<file path="config.mk">
export PLATFORM = sky130hd
export DESIGN_NAME = ec_host_port
export DESIGN_NICKNAME = d
export VERILOG_FILES = /design/src/rtl/ec_mbox_pkg.sv /design/src/rtl/ec_mbox_flags.sv /design/src/rtl/ec_mbox_seq.sv /design/src/rtl/ec_host_port.sv
export SDC_FILE = /design/constraint.sdc
export NUM_CORES = 1
export LEC_CHECK = 0
export CORE_AREA = 3 3 69 52
export CTS_BUF_LIST = sky130_fd_sc_hd__clkbuf_2
export DETAILED_ROUTE_END_ITERATION = 10
export DIE_AREA = 0 0 72 55
export GPL_ROUTABILITY_DRIVEN = 0
export PLACE_DENSITY = 0.86
export SYNTH_ARGS = -nofsm -noshare
export SYNTH_HDL_FRONTEND = slang
export SYNTH_SLANG_ARGS = --single-unit
</file>
<file path="constraint.sdc">
create_clock -name clk -period 2.73 [get_ports clk]
set_clock_uncertainty 0.1 [all_clocks]
set_input_delay 0.819 -clock clk [delete_from_list [all_inputs] [get_ports clk]]
set_output_delay 0.819 -clock clk [all_outputs]
set_load 0.03 [all_outputs]
</file>
<file path="src/rtl/ec_mbox_pkg.sv">
package ec_mbox_pkg;
  localparam logic [7:0] CMD_FETCH = 8'h80;
  localparam logic [7:0] CMD_STORE = 8'h81;
  localparam int STS_OUT_BIT = 0;
  localparam int STS_IN_BIT  = 1;

  typedef enum logic [2:0] {
    S_IDLE,
    S_FADDR,   // fetch: waiting for address byte
    S_SADDR,   // store: waiting for address byte
    S_SDATA,   // store: waiting for data byte
    S_FREQ,    // fetch request on back side
    S_FRSP,    // capture fetch result
    S_SREQ     // store request on back side
  } seq_state_e;
endpackage

</file>
<file path="src/rtl/ec_mbox_flags.sv">
module ec_mbox_flags #(
  parameter int CONSUME_CYC = 4
) (
  input  logic       clk,
  input  logic       rst_n,
  input  logic       latch_i,
  input  logic       busy_i,
  input  logic       out_set_i,
  input  logic [7:0] out_byte_i,
  input  logic       out_take_i,
  input  logic       out_kill_i,
  output logic       in_full_o,
  output logic       out_full_o,
  output logic [7:0] out_byte_o
);
  localparam int CW = $clog2(CONSUME_CYC + 1);
  localparam logic [CW-1:0] LOAD = CW'(CONSUME_CYC - 1);

  logic [CW-1:0] cnt_q;

  // input-full window: load on latch, count down, release once idle behind it
  always_ff @(posedge clk or negedge rst_n) begin
    if (!rst_n) begin
      in_full_o <= 1'b0;
      cnt_q     <= '0;
    end else if (latch_i) begin
      in_full_o <= 1'b1;
      cnt_q     <= LOAD;
    end else if (in_full_o) begin
      if (cnt_q != '0)  cnt_q     <= cnt_q - 1'b1;
      else if (!busy_i) in_full_o <= 1'b0;
    end
  end

  always_ff @(posedge clk or negedge rst_n) begin
    if (!rst_n) begin
      out_full_o <= 1'b0;
      out_byte_o <= '0;
    end else if (out_set_i) begin
      out_full_o <= 1'b1;
      out_byte_o <= out_byte_i;
    end else if (out_take_i || out_kill_i) begin
      out_full_o <= 1'b0;
    end
  end
endmodule

</file>
<file path="src/rtl/ec_mbox_seq.sv">
module ec_mbox_seq
  import ec_mbox_pkg::*;
#(
  parameter int REG_AW = 8
) (
  input  logic              clk,
  input  logic              rst_n,
  input  logic              cmd_wr_i,
  input  logic              dat_wr_i,
  input  logic [7:0]        byte_i,
  input  logic              req_ready_i,
  input  logic [7:0]        rsp_rdata_i,
  output logic              req_valid_o,
  output logic              req_we_o,
  output logic [REG_AW-1:0] req_addr_o,
  output logic [7:0]        req_wdata_o,
  output logic              busy_o,
  output logic              out_set_o,
  output logic [7:0]        out_byte_o
);
  seq_state_e        state_q;
  logic [REG_AW-1:0] addr_q;
  logic [7:0]        data_q;

  always_ff @(posedge clk or negedge rst_n) begin
    if (!rst_n) begin
      state_q <= S_IDLE;
      addr_q  <= '0;
      data_q  <= '0;
    end else if (cmd_wr_i) begin
      case (byte_i)
        CMD_FETCH: state_q <= S_FADDR;
        CMD_STORE: state_q <= S_SADDR;
        default:   state_q <= S_IDLE;
      endcase
    end else begin
      case (state_q)
        S_FADDR: if (dat_wr_i) begin
          addr_q  <= byte_i[REG_AW-1:0];
          state_q <= S_FREQ;
        end
        S_SADDR: if (dat_wr_i) begin
          addr_q  <= byte_i[REG_AW-1:0];
          state_q <= S_SDATA;
        end
        S_SDATA: if (dat_wr_i) begin
          data_q  <= byte_i;
          state_q <= S_SREQ;
        end
        S_FREQ:  if (req_ready_i) state_q <= S_FRSP;
        S_FRSP:  state_q <= S_IDLE;
        S_SREQ:  if (req_ready_i) state_q <= S_IDLE;
        default: state_q <= S_IDLE;
      endcase
    end
  end

  assign req_valid_o = (state_q == S_FREQ) || (state_q == S_SREQ);
  assign req_we_o    = (state_q == S_SREQ);
  assign req_addr_o  = addr_q;
  assign req_wdata_o = data_q;
  assign busy_o      = req_valid_o || (state_q == S_FRSP);
  assign out_set_o   = (state_q == S_FRSP);
  assign out_byte_o  = rsp_rdata_i;
endmodule

</file>
<file path="src/rtl/ec_host_port.sv">
module ec_host_port
  import ec_mbox_pkg::*;
#(
  parameter int HOST_AW     = 3,
  parameter int DATA_OFS    = 0,
  parameter int CMD_OFS     = 4,
  parameter int CONSUME_CYC = 4,
  parameter int REG_AW      = 8
) (
  input  logic              clk,
  input  logic              rst_n,
  input  logic [HOST_AW-1:0] host_addr,
  input  logic              host_wr,
  input  logic              host_rd,
  input  logic [7:0]        host_wdata,
  output logic [7:0]        host_rdata,
  output logic              req_valid,
  input  logic              req_ready,
  output logic              req_we,
  output logic [REG_AW-1:0] req_addr,
  output logic [7:0]        req_wdata,
  input  logic [7:0]        rsp_rdata
);
  localparam logic [HOST_AW-1:0] DATA_SEL = HOST_AW'(DATA_OFS);
  localparam logic [HOST_AW-1:0] CMD_SEL  = HOST_AW'(CMD_OFS);

  logic ibf, obf, busy, out_set;
  logic [7:0] out_byte_in, out_byte;
  logic hit_data, hit_cmd, accept, cmd_wr, dat_wr;

  assign hit_data = (host_addr == DATA_SEL);
  assign hit_cmd  = (host_addr == CMD_SEL);
  assign accept   = host_wr && !ibf;
  assign cmd_wr   = accept && hit_cmd;
  assign dat_wr   = accept && hit_data;

  ec_mbox_seq #(.REG_AW(REG_AW)) i_seq (
    .clk(clk), .rst_n(rst_n),
    .cmd_wr_i(cmd_wr), .dat_wr_i(dat_wr), .byte_i(host_wdata),
    .req_ready_i(req_ready), .rsp_rdata_i(rsp_rdata),
    .req_valid_o(req_valid), .req_we_o(req_we), .req_addr_o(req_addr),
    .req_wdata_o(req_wdata), .busy_o(busy),
    .out_set_o(out_set), .out_byte_o(out_byte_in)
  );

  ec_mbox_flags #(.CONSUME_CYC(CONSUME_CYC)) i_flags (
    .clk(clk), .rst_n(rst_n),
    .latch_i(cmd_wr || dat_wr), .busy_i(busy),
    .out_set_i(out_set), .out_byte_i(out_byte_in),
    .out_take_i(host_rd && hit_data), .out_kill_i(cmd_wr),
    .in_full_o(ibf), .out_full_o(obf), .out_byte_o(out_byte)
  );

  always_comb begin
    host_rdata = '0;
    if (hit_cmd) begin
      host_rdata[STS_IN_BIT]  = ibf;
      host_rdata[STS_OUT_BIT] = obf;
    end else if (hit_data) begin
      host_rdata = out_byte;
    end
  end
endmodule

</file>
======== Word level (Yosys, flattened, before mapping) ========
Index checks and enable logic that the tools add are counted.
operators by class
  $add $sub $neg .......................... 1
  equal/unequal tests ..................... 14
  multiplexer cells ....................... 20
  bitwise operators ....................... 1
  reduce and logical (&&, ||, !) cells .... 19
operator list
  kind                   count
  $mux W3                9
  $eq A8 B8 Y1 const B   2
  $pmux W3 S5            1
  $eq A3 B3 Y1 const B   4
  $ne A3 B3 Y1 const B   4
  $mux W8                1
  $eq A3 B2 Y1 const B   2
  $mux W1                6
  $mux W6                1
  $reduce_and A3 Y1      2
  $reduce_bool A2 Y1     3
  $reduce_and A5 Y1      1
  $logic_and A1 B1 Y1    4
  $logic_or A1 B1 Y1     4
  $pmux W2 S2            1
  $eq A3 B1 Y1 const B   1
  $logic_not A3 Y1       1
  $ne A3 B2 Y1 const B   1
  $reduce_bool A3 Y1     1
  $sub A3 B1 Y3 const B  1
  $mux W2                1
  $reduce_and A2 Y1      1
  $reduce_or A2 Y1       1
  $logic_not A1 Y1       1
  $not A1 Y1             1
storage, ports and cells
  register bits ........................... 32
  input port bits ......................... 24
  output and inout port bits .............. 26

======== Logic depth before layout (Yosys ltp) ========
  depth after elaboration ................. 7
  depth in mapped cells ................... 5

======== By module ========
A second synthesis with hierarchy kept.
second synthesis, totals
  cells, all modules ...................... 127
  area, all modules ....................... 1,586.5 sq um
modules (own cells, without submodules)
  module         times used  cells an instance  area an instance (sq um)  sequential area each (sq um)
  ec_mbox_seq    1           70                 902.1                     475.5
  ec_mbox_flags  1           41                 566.8                     325.3
  ec_host_port   1           16                 117.6                     0.0

======== Worst setup path after synthesis ========
No wires, ideal clock.
  kind .................................... in2out
  start ................................... input port host_addr[2]
  end ..................................... output port host_rdata[0]
  arrival ................................. 1.863 ns
  required time ........................... 1.811 ns
  path slack .............................. -0.052 ns
  cell stages on the path ................. 3
  path through ............................ clkbuf_1 -> mux2i_1 -> nor3_1
between the ends
  word-level cells in the longest chain between the ends .. 3
  elaborated cells on any way between the ends .. 4
  classes of those cells .................. eq/ne (1); mux (2); reduce/logical (1)
ends and longest elaborated chain
  what                RTL line            source
  start: declaration  ec_host_port.sv:12  input logic [HOST_AW-1:0] host_addr,
  $logic_not A3 Y1    ec_host_port.sv:31  assign hit_data = (host_addr == DATA_SEL);
  $mux W8             ec_host_port.sv:59  end else if (hit_data) begin
  $mux W2 *           ec_host_port.sv:56  if (hit_cmd) begin
  end: declaration    ec_host_port.sv:16  output logic [7:0] host_rdata,
Mark *: on every way between the ends. The rest lies on a longest branch, timed or not.

======== Final worst setup path ========
  start ................................... input port host_addr[0]
  end ..................................... output port host_rdata[2]
between the ends
  word-level cells in the longest chain between the ends .. 3
  elaborated cells on any way between the ends .. 4
  classes of those cells .................. eq/ne (1); mux (2); reduce/logical (1)
ends and longest elaborated chain
  what              RTL line
  $logic_not A3 Y1  ec_host_port.sv:31
  $mux W8           ec_host_port.sv:59
  $mux W6 *         ec_host_port.sv:56
Marks and branches as above.

==> impl_metrics.tcl <==
set metrics [dict create \
    status "complete, no violations" \
    drtAntennaViolNets 0 \
    numCtsBuffers 5 \
    critPathKind "in -> out" \
    cpPeakStageDelay_ps 250 \
    final-hold-violation-count 0 \
    finalWirelength_um 3220 \
    worst_slew_pin_slew_ps 412 \
    die_y_um 55 \
    cts_buffer_depth 2 \
    fin_area_sq_mm 0.00209 \
    synth_edf_count 0 \
    crit_fanout 7 \
    drc 0 \
    synth_most_common_cell "dfrtp_1" \
    antenna_found_initial 0 \
    cts_tree "built" \
    use_met3_pct 7.76 \
    power_mw 1.63 \
    grt_overflow_total 0 \
    end_kind "primary output" \
    synth_top_area_share_pct 54.4 \
    yosys_warnings 0 \
    clock_sinks 32 \
    max_clock_freq_mhz 381 \
    reg2reg_from "i_flags.in_full_o$_DFF_PN0_" \
    grt.busiest_layer "met2" \
    synth_top_area_cell "dfrtp_1" \
    startpoint "host_addr[0]" \
    maxCapViolations 0 \
    insertion_delay_ps 380 \
    endpoint "host_rdata[2]" \
    drtPass1Iterations 4 \
    grt.total_usage_pct 18.6 \
    path_common_cell "buf_4" \
    first_iter_violations 57 \
    syn_nets 142 \
    start_util_pct 48.4 \
    clkTransAtPathRegs_ps 160 \
    synthArstFlopShare_pct 100 \
    grt_use_met1_pct 20.2 \
    fin_crit_ps 2620 \
    slowest_stage "dlygate4sd2_1" \
    worst-path-stages 5 \
    die_w_um 72 \
    rsz0062_at_grt "no" \
    die_area_sq_mm 0.00396 \
    grt_first_pass_wirelength_um 5340 \
    p_per_area_mw_per_mm2 782 \
    cts_root_buf "clkbuf_2" \
    path_cells "dlygate4sd2_1 -> nor3_1 -> buf_4 -> and2_1 -> buf_4" \
    synth.avg_cell_area_sq_um 12.7 \
    place_ws_ps -64.6 \
    worst-path-buf-inv 3 \
    io_buffer_count 49 \
    layout.nets 202 \
    fp-row-count 17 \
    yosys_register_bits 32 \
    critPathTopFamily "buffers and inverters" \
    crit_arrival_ps 1700 \
    grt_start_max_net_pins 33 \
    crit_path_start_kind "input port" \
    dpl_cell_area_sq_mm 0.00204 \
    seqCellArea_sq_um 801 \
    htreeDepth 2 \
    min_path_type "reg -> reg" \
    p_leak_nw 0.986 \
    synthToLayoutAreaGrowth_pct 41.6 \
    setup_ws_ps 106 \
    final-setup-viol-count 0 \
    fillers 227 \
    pin_count 50 \
    synthesis.area_sq_mm 0.00147 \
    num_vias 1132 \
    final_max_slew_viol_count 0 \
    grt_pass1_vias 1185 \
    relSlewSlack_pct 72.1 \
    synth_area_leaders "dfrtp_1 54%, mux2_2 18%, mux2i_1 3.4%" \
    ys_types 29 \
    ys_seq_area_share_pct 54.4 \
    required_ps 1810 \
    dp_hpwl_um 2420 \
    multi_input_comb_area_sq_um 656 \
    via_per_inst 5.27 \
    regToRegEndpoint "i_seq.req_wdata_o[4]$_DFFE_PN0P_" \
    synth_commonest_cells "32 x dfrtp_1, 24 x mux2_2, 7 x and2_1" \
    r2r_slack_ps 920 \
    reg2reg_depth 3 \
    use_met2_pct 32.8 \
    synthCells 116 \
    vdd_drop_max_mv 0.547 \
    diodes 0 \
    drive_gt1_share_pct 30.5 \
    period_share_pct 96.1 \
    ys.flop_type "dfrtp_1" \
    core_sq_mm 0.00304 \
    wire_per_inst_um 15.0 \
]
## power by group
group / total [mW] / switching, mW / internal, mW / leakage [nW]
combinational: 0.681 / 0.348 / 0.333 / 0.545
clock: 0.222 / 0.165 / 0.0572 / 0.0302
sequential: 0.728 / 0.0951 / 0.633 / 0.411
total: 1.63 / 0.608 / 1.02 / 0.986
## worst reg2reg max path, delay by kind of cell, from the launching register on
kind | cells | cell delay (ps)
and+or+nand+nor | 2 | 740
DFF | 1 | 500
muxes | 1 | 370
## cell families after synthesis
family | after synthesis | synth area share [%]
flops | 32 | 54.4
compound gates | 11 | 5.27
fa+ha+maj | 2 | 1.70
mux | 29 | 21.8
simple gates | 33 | 14.2
xor+xnor | 1 | 0.595
buf+inv | 8 | 2.12
## registers in the layout, summed over array words and instances, names as in the netlist
signal              flops
i_flags.out_full_o      1
i_seq.req_wdata_o       8
i_flags.in_full_o       1
i_flags.cnt_q           3
i_flags.out_byte_o      8
i_seq.state_q           3
i_seq.req_addr_o        8
## cell usage in the layout, fill, tap and decap left out, types with 3 or more instances in the layout
| cell | count |
|---|---|
| clkdlybuf4s50_1 | 36 |
| dfrtp_1 | 32 |
| mux2_2 | 24 |
| buf_4 | 15 |
| and2_1 | 6 |
| nand2_1 | 6 |
| mux2i_1 | 5 |
| clkbuf_2 | 5 |
| dlygate4sd2_1 | 5 |
| inv_1 | 4 |
| nor2_1 | 3 |
| a32oi_1 | 3 |
## what timing repair did
item,in CTS,in global routing
hold buffers,0,0
endpoints found under the setup margin,10,0
gates resized for setup,8,0
setup buffers,0,0
hold endpoints to repair,0,0
## through the flow
stage / utilization, % / hold WS, ps / instances / setup TNS (ps)
2_1_floorplan: - / 371 / 116 / 0
3_3_place_gp: 67.2 / 380 / 207 / -477
3_5_place_dp: 67.2 / 386 / 207 / -495
4_1_cts: 68.6 / 422 / 215 / 0
5_1_grt: 68.6 / 438 / 215 / 0
6_report: 68.6 / 415 / 215 / 0
## final cells by class
cell class | instances | area share, %
clock buffers | 5 | 1.20
clock inverters | 3 | 0.660
inverters | 4 | 0.720
multi-input cells | 76 | 31.4
flip-flops and latches | 32 | 38.4
well taps | 38 | 2.28
repair buffers | 57 | 25.3
## worst min path at each step
stage | cells past startpoint | slack (ps) | endpoint | start
6_report | 1 | 420 | i_flags.out_byte_o[4]$_DFFE_PN0P_ | i_flags.out_byte_o[4]$_DFFE_PN0P_
5_1_grt | 1 | 440 | i_flags.out_byte_o[4]$_DFFE_PN0P_ | i_flags.out_byte_o[4]$_DFFE_PN0P_
4_1_cts | 1 | 420 | i_flags.out_byte_o[6]$_DFFE_PN0P_ | i_flags.out_byte_o[6]$_DFFE_PN0P_
3_5_place_dp | 1 | 390 | i_flags.out_byte_o[6]$_DFFE_PN0P_ | i_flags.out_byte_o[6]$_DFFE_PN0P_
3_3_place_gp | 1 | 380 | i_flags.out_byte_o[6]$_DFFE_PN0P_ | i_flags.out_byte_o[6]$_DFFE_PN0P_
2_1_floorplan | 1 | 370 | i_flags.out_byte_o[2]$_DFFE_PN0P_ | i_flags.out_byte_o[2]$_DFFE_PN0P_
## metal layers
| metal | vias up | part of all wire [%] |
|---|---|---|
| li1 | 535 | - |
| met1 | 559 | 41 |
| met2 | 31 | 52 |
| met3 | 7 | 6.4 |
| met4 | 0 | 1.3 |
| met5 | - | 0 |
Note: power is estimated with default switching activity, not from simulation.
